==> config.mk <==
export PLATFORM = sky130hd
export DESIGN_NAME = spi_byte_master
export DESIGN_NICKNAME = d
export VERILOG_FILES = /design/src/rtl/spibm_pkg.sv /design/src/rtl/spibm_regs.sv /design/src/rtl/spibm_clkdiv.sv /design/src/rtl/spibm_shifter.sv /design/src/rtl/spi_byte_master.sv
export SDC_FILE = /design/constraint.sdc
export NUM_CORES = 1
export LEC_CHECK = 0
export BUFFER_PORTS_ARGS = -buffer_cell sky130_fd_sc_hd__clkbuf_2
export CORE_ASPECT_RATIO = 0.8
export CORE_UTILIZATION = 50
export CTS_CLUSTER_SIZE = 30
export DETAILED_ROUTE_END_ITERATION = 7
export GPL_TIMING_DRIVEN = 0
export HOLD_SLACK_MARGIN = 0.15
export PLACE_DENSITY_LB_ADDON = 0.15
export SYNTH_ARGS = -nofsm -noshare
export SYNTH_HDL_FRONTEND = slang
export SYNTH_SLANG_ARGS = --single-unit
==> constraint.sdc <==
create_clock -name clk -period 3.76 [get_ports clk]
set_input_delay 0.564 -clock clk [delete_from_list [all_inputs] [get_ports clk]]
set_output_delay 0.564 -clock clk [all_outputs]
set_load 0.01 [all_outputs]
==> src/rtl/spibm_pkg.sv <==
package spibm_pkg;
   // byte offsets of the two registers
   localparam int CTRL_OFF  = 0;
   localparam int DATA_OFF  = 4;
   // control bit positions that software depends on
   localparam int START_BIT = 1;
   localparam int LOOP_BIT  = 3;

   // position of chip-select n inside the control word
   function automatic int cs_pos(input int n);
      return 2 * n;
   endfunction
endpackage

==> src/rtl/spibm_regs.sv <==
module spibm_regs
   import spibm_pkg::*;
#(
   parameter int DATA_W = 32,
   parameter int ADDR_W = 3,
   parameter int DIV_W  = 5,
   parameter int CS_N   = 3,
   parameter int BYTE_W = 8
) (
   input  logic              clk,
   input  logic              rst_n,
   input  logic              bus_wr,
   input  logic [ADDR_W-1:0] bus_addr,
   input  logic [DATA_W-1:0] bus_wdata,
   output logic [DATA_W-1:0] bus_rdata,
   input  logic              busy,
   input  logic [BYTE_W-1:0] rx_byte,
   output logic [CS_N-1:0]   cs_q,
   output logic [DIV_W-1:0]  div_q,
   output logic              loop_q,
   output logic              start,
   output logic              data_ld,
   output logic [BYTE_W-1:0] data_in
);
   localparam int DIV_LSB = DATA_W - DIV_W;

   logic ctrl_sel, data_sel;
   logic [CS_N-1:0] cs_new;

   assign ctrl_sel = (bus_addr == ADDR_W'(CTRL_OFF));
   assign data_sel = (bus_addr == ADDR_W'(DATA_OFF));
   assign start    = bus_wr && ctrl_sel && bus_wdata[START_BIT] && !busy;
   assign data_ld  = bus_wr && data_sel && !busy;
   assign data_in  = bus_wdata[BYTE_W-1:0];

   generate
      for (genvar i = 0; i < CS_N; i++) begin : g_cs
         assign cs_new[i] = bus_wdata[cs_pos(i)];
      end
   endgenerate

   always_ff @(posedge clk) begin
      if (!rst_n) begin
         cs_q   <= '1;
         div_q  <= '0;
         loop_q <= 1'b0;
      end else if (bus_wr && ctrl_sel) begin
         cs_q   <= cs_new;
         div_q  <= bus_wdata[DIV_LSB +: DIV_W];
         loop_q <= bus_wdata[LOOP_BIT];
      end
   end

   always_comb begin
      bus_rdata = '0;
      if (ctrl_sel) begin
         bus_rdata[DIV_LSB +: DIV_W] = div_q;
         bus_rdata[LOOP_BIT]         = loop_q;
         bus_rdata[START_BIT]        = busy;
         for (int i = 0; i < CS_N; i++) bus_rdata[cs_pos(i)] = cs_q[i];
      end else if (data_sel) begin
         bus_rdata[BYTE_W-1:0] = rx_byte;
      end
   end


   cs_follow_chk: assert property (@(posedge clk) disable iff (!rst_n)
      (bus_wr && ctrl_sel) |=> (cs_q == $past(cs_new)));


   ctrl_zero_chk: assert property (@(posedge clk) disable iff (!rst_n)
      ctrl_sel |-> (bus_rdata[0 +: BYTE_W] & ~BYTE_W'(8'h1f)) == '0);
endmodule

==> src/rtl/spibm_clkdiv.sv <==
module spibm_clkdiv #(
   parameter int DIV_W = 5
) (
   input  logic             clk,
   input  logic             rst_n,
   input  logic             run,
   input  logic [DIV_W-1:0] div,
   output logic             tick
);
   logic [DIV_W-1:0] cnt_q;

   // >= keeps the phase finite when the divider shrinks mid-transfer
   assign tick = run && (cnt_q >= div);

   always_ff @(posedge clk) begin
      if (!rst_n || !run || tick) cnt_q <= '0;
      else                        cnt_q <= cnt_q + 1'b1;
   end


   cnt_idle_chk: assert property (@(posedge clk) disable iff (!rst_n)
      !run |=> (cnt_q == '0));
endmodule

==> src/rtl/spibm_shifter.sv <==
module spibm_shifter #(
   parameter int BYTE_W = 8
) (
   input  logic              clk,
   input  logic              rst_n,
   input  logic              start,
   input  logic              data_ld,
   input  logic [BYTE_W-1:0] data_in,
   input  logic              tick,
   input  logic              loop_en,
   input  logic              miso,
   output logic              busy,
   output logic              sclk,
   output logic              mosi,
   output logic [BYTE_W-1:0] shreg
);
   localparam int EDGES = 2 * BYTE_W;
   localparam int EW    = $clog2(EDGES);

   logic [EW-1:0] ecnt_q;
   logic          samp_q;
   logic          rx_in;

   assign mosi  = shreg[BYTE_W-1];
   assign rx_in = loop_en ? mosi : miso;

   always_ff @(posedge clk) begin
      if (!rst_n) begin
         busy   <= 1'b0;
         sclk   <= 1'b0;
         samp_q <= 1'b0;
         ecnt_q <= '0;
         shreg  <= '0;
      end else if (start) begin
         busy   <= 1'b1;
         sclk   <= 1'b0;
         ecnt_q <= '0;
      end else if (data_ld) begin
         shreg <= data_in;
      end else if (busy && tick) begin
         ecnt_q <= ecnt_q + 1'b1;
         if (!sclk) begin
            sclk   <= 1'b1;
            samp_q <= rx_in;
         end else begin
            sclk  <= 1'b0;
            shreg <= {shreg[BYTE_W-2:0], samp_q};
            if (ecnt_q == EW'(EDGES - 1)) busy <= 1'b0;
         end
      end
   end


   sclk_idle_chk: assert property (@(posedge clk) disable iff (!rst_n)
      !busy |-> !sclk);


   sclk_hold_chk: assert property (@(posedge clk) disable iff (!rst_n)
      (busy && !tick && !start) |=> $stable(sclk));


   mosi_fall_chk: assert property (@(posedge clk) disable iff (!rst_n)
      (busy && $past(busy) && !$fell(sclk)) |-> $stable(mosi));
endmodule

==> src/rtl/spi_byte_master.sv <==
module spi_byte_master #(
   parameter int DATA_W = 32,
   parameter int ADDR_W = 3,
   parameter int DIV_W  = 5,
   parameter int CS_N   = 3,
   parameter int BYTE_W = 8
) (
   input  logic              clk,
   input  logic              rst_n,
   input  logic              bus_wr,
   input  logic [ADDR_W-1:0] bus_addr,
   input  logic [DATA_W-1:0] bus_wdata,
   output logic [DATA_W-1:0] bus_rdata,
   output logic [CS_N-1:0]   cs_level,
   output logic              sclk,
   output logic              mosi,
   input  logic              miso
);
   localparam int DIV_LSB = DATA_W - DIV_W;

   generate
      if (DIV_W < 1 || DIV_LSB <= 2 * (CS_N - 1)) begin : g_bad_div
         $error("divider field overlaps the chip-select bits");
      end
      if (CS_N < 1 || BYTE_W < 2 || BYTE_W > DIV_LSB) begin : g_bad_size
         $error("unsupported chip-select count or byte width");
      end
      if (ADDR_W < 3) begin : g_bad_addr
         $error("address too narrow for the data register offset");
      end
   endgenerate

   logic              busy, start, data_ld, loop_q, tick;
   logic [DIV_W-1:0]  div_q;
   logic [BYTE_W-1:0] data_in, shreg;

   spibm_regs #(.DATA_W(DATA_W), .ADDR_W(ADDR_W), .DIV_W(DIV_W),
                .CS_N(CS_N), .BYTE_W(BYTE_W)) u_regs (
      .clk(clk), .rst_n(rst_n), .bus_wr(bus_wr), .bus_addr(bus_addr),
      .bus_wdata(bus_wdata), .bus_rdata(bus_rdata), .busy(busy),
      .rx_byte(shreg), .cs_q(cs_level), .div_q(div_q), .loop_q(loop_q),
      .start(start), .data_ld(data_ld), .data_in(data_in));

   spibm_clkdiv #(.DIV_W(DIV_W)) u_div (
      .clk(clk), .rst_n(rst_n), .run(busy), .div(div_q), .tick(tick));

   spibm_shifter #(.BYTE_W(BYTE_W)) u_shift (
      .clk(clk), .rst_n(rst_n), .start(start), .data_ld(data_ld),
      .data_in(data_in), .tick(tick), .loop_en(loop_q), .miso(miso),
      .busy(busy), .sclk(sclk), .mosi(mosi), .shreg(shreg));


   start_busy_chk: assert property (@(posedge clk) disable iff (!rst_n)
      start |=> busy);


   data_hold_chk: assert property (@(posedge clk) disable iff (!rst_n)
      (busy && !tick) |=> $stable(shreg));
endmodule

==> key figures <==
Floorplan
  – Die Y: 53.49 um
  – Die Wd: 66.36 um
  – DIE AREA: around 3500 um^2
  – Initial Util: 0.5292
  – Core area: 3131 um^2
  – I/O Pins: 76
  – Rows: 18

STA
  – Final-report hold violation count: 0
  – TNS Setup: 0 ps
  – Slew Viols, Final: 0
  – Final Cycle Share: 0.5303
  – Final setup fails: 0
  – Fin crit period: between 1500 and 2000 ps
  – Hold Slack: 454.1 ps
  – Highest clock rate: 501.6 MHz
  – RSZ-0062 raised after global routing: false
  – Skew final: 2.145 ps

Clock tree
  – Clk Tree Root Cell: clkbuf_8
  – CTS tree: done
  – Post-CTS setup buffer count: 0
  – Clock slew at the register clock pins of the worst setup and hold paths: 60 ps
  – Clock sink total: 29
  – Clk_lat worst skew: between 200 and 300 ps
  – Max Buffers Root-to-Sink: 2
  – Hold Buf Count CTS: 0
  – CTS buffer count: 5
  – H-tree levels: 2
  – Cts repair resizes: 0

Placed design
  – GPL Wtd Cong: between 0.7 and 0.8
  – DP HPWL: 2.620 mm
  – Buffers on Ports: 36

Route
  – Vias/cell: between 4 and 5
  – Routed via count: 1431
  – DRC Markers: 0
  – Pre-antenna DRT Iters: 4
  – Antenna viol nets, final: 0
  – 1st-iter DRT viols: 52
  – Routed wire length: 3.524 mm
  – WL/cell: approximately 12 um

Setup path
  – Critical path launch point type: input pin
  – Buffers & Inverters on Critical Path: 3
  – Crit Path Max Fanout: 10
  – Worst path required time: ~3200 ps
  – Crit Path Class: in2out
  – CP most frequent cell: clkbuf_2
  – CP max-delay cell: buf_2
  – Crit path max-delay family: buffers and inverters
  – WP data arrival: 1430 ps
  – Worst setup EP type: primary output
  – Worst path max stage delay: around 270 ps
  – CP Cell Sequence: clkbuf_2, buf_2, mux2i_1, nor2_1, clkbuf_2

Cells and area
  – Nets: 299
  – Antenna Diode Count: 0
  – Area grow syn2layout: 23.19%
  – Layout cells sized above 1: 0.3004
  – FILL cells: 294

Run
  – Max-cap viol count: 0

Logic synthesis
  – Yosys top cell by area: dfxtp_1
  – Synth cell types: 35
  – Mapped cell area: 1657 um^2
  – Avg Inst Size Synth: 8.628 um^2
  – YS warnings: 0
  – Most area-consuming cells after synthesis: dfxtp_1, buf_4, mux2i_1
  – Post-synth ARST share: 0
  – Synth top area share: 0.3505
  – Post-synth EDFFs: 0
  – Register area share after synthesis: 0.3505
  – Ys flop type: dfxtp_1
  – Synth Register Bits: 29
  – Post-Synthesis Cells: 192

Power
  – LEAKAGE: 0.001001 uW
  – Max VDD drop: 261.1 uV
  – Cell Pwr Density: between 300 and 400 nW/um^2

Global routing
  – Grt ovf: 0
  – Vias in the first global route: 1222
  – First-pass GRT wire length: about 5.7 mm
  – Tot GR Track Use: 0.2236
  – Largest net degree at the start of global routing: 11
  – Initial antenna violation count: 0

Worst hold path
  – Hold WC Path Type: reg2reg

Outcome
  – Status: complete, no violations
registers in the layout, indices dropped and copies added (netlist names):
name,flops
u_div.cnt_q,5
u_shift.shreg,8
u_shift.ecnt_q,4
u_regs.loop_q,1
u_shift.samp_q,1
u_regs.cs_q,3
u_shift.sclk,1
u_regs.div_q,5
u_shift.busy,1
cell usage after synthesis, types with 4 or more instances:
master   number
nand3_1       9
buf_4        21
nand2_1      21
mux2i_1      15
dfxtp_1      29
nor2_1       14
and3_1        4
o31ai_1       8
inv_1        10
a21oi_1      19
nor3_1        5
ha_1          7
metal layers:
metal | track usage | part of all wire | vias up
met2 | 0.3486 | 0.41 | 52
li1 | - | - | 743
met4 | 0.08865 | 0.017 | 0
met3 | 0.07112 | 0.068 | 6
met1 | 0.2852 | 0.51 | 630
met5 | 0 | 0 | -
placed cells by master, fill, tap and decap left out, types with 2 or more instances in the layout:
| master | netlist | final |
|---|---|---|
| clkbuf_2 | 1 | 37 |
| dfxtp_1 | 29 | 29 |
| buf_4 | 21 | 21 |
| nand2_1 | 21 | 21 |
| a21oi_1 | 19 | 19 |
| conb_1 | 1 | 19 |
| mux2i_1 | 15 | 15 |
| nor2_1 | 14 | 14 |
| inv_1 | 10 | 10 |
| nand3_1 | 9 | 9 |
| o31ai_1 | 8 | 8 |
| ha_1 | 7 | 7 |
| clkbuf_8 | 0 | 6 |
| nor3_1 | 5 | 5 |
| and3_1 | 4 | 4 |
| a21o_1 | 3 | 3 |
| xnor2_1 | 3 | 3 |
| clkbuf_1 | 1 | 2 |
| xor2_1 | 2 | 2 |
| nand4_1 | 2 | 2 |
| o21ai_2 | 2 | 2 |
through the flow:
stage	instances	utilization	worst slack [ps]	cell area (um^2)	power (uW)
6_report	293	0.6519	1766	2041	665.2
5_1_grt	293	0.6519	1702	2041	693.6
4_1_cts	293	0.6519	1764	2041	668.0
3_5_place_dp	286	0.6243	1765	1954	410.4
3_3_place_gp	286	0.6243	1765	1954	410.3
2_1_floorplan	210	-	1995	1724	386.5
cell families (layout without fill, tap and decap cells):
logic type                 count (synthesis)  after routing  share of synthesized area
and+or+nand+nor                           62             62                     0.1835
adders and majority gates                  7              7                    0.05287
buffers and inverters                     36             79                     0.1352
other                                      1             19                   0.002264
muxes                                     15             15                    0.09063
DFF                                       29             29                     0.3505
AOI/OAI and AO/OA                         37             37                     0.1586
xor gates and xnor gates                   5              5                    0.02644
layout make-up:
cell class | instances | area (um^2) | area share
Sequential cell | 29 | 580.6 | 0.2845
Inverter | 11 | 41.29 | 0.02023
Multi-Input combinational cell | 145 | 919.6 | 0.4506
Tap cell | 40 | 50.05 | 0.02452
Buffer | 25 | 182.7 | 0.08952
Clock buffer | 7 | 86.33 | 0.04231
Timing Repair Buffer | 36 | 180.2 | 0.08829
tightest hold or removal path, stage by stage, from the launching register on:
cell	delay [ps]
dfxtp_1	310
nand2_1	50
a21oi_1	50
report_power, final:
| part | total (uW) | internal [uW] | switching [uW] |
|---|---|---|---|
| Sequential | 319 | 314 | 5.24 |
| Combinational | 85.6 | 39.9 | 45.7 |
| Clock | 260 | 145 | 115 |
| Total | 665 | 499 | 166 |
worst paths after layout:
kind                         from  slack [ps]  cells past startpoint          endpoint
hold reg to reg   u_regs.div_q[1]         450                      2   u_regs.div_q[1]
hold / removal    u_regs.div_q[1]         450                      2   u_regs.div_q[1]
setup reg to reg  u_regs.div_q[2]        1920                      7  u_shift.shreg[6]
setup / recovery      bus_addr[2]        1770                      5      bus_rdata[1]
Note: power is estimated with default switching activity, not from simulation.
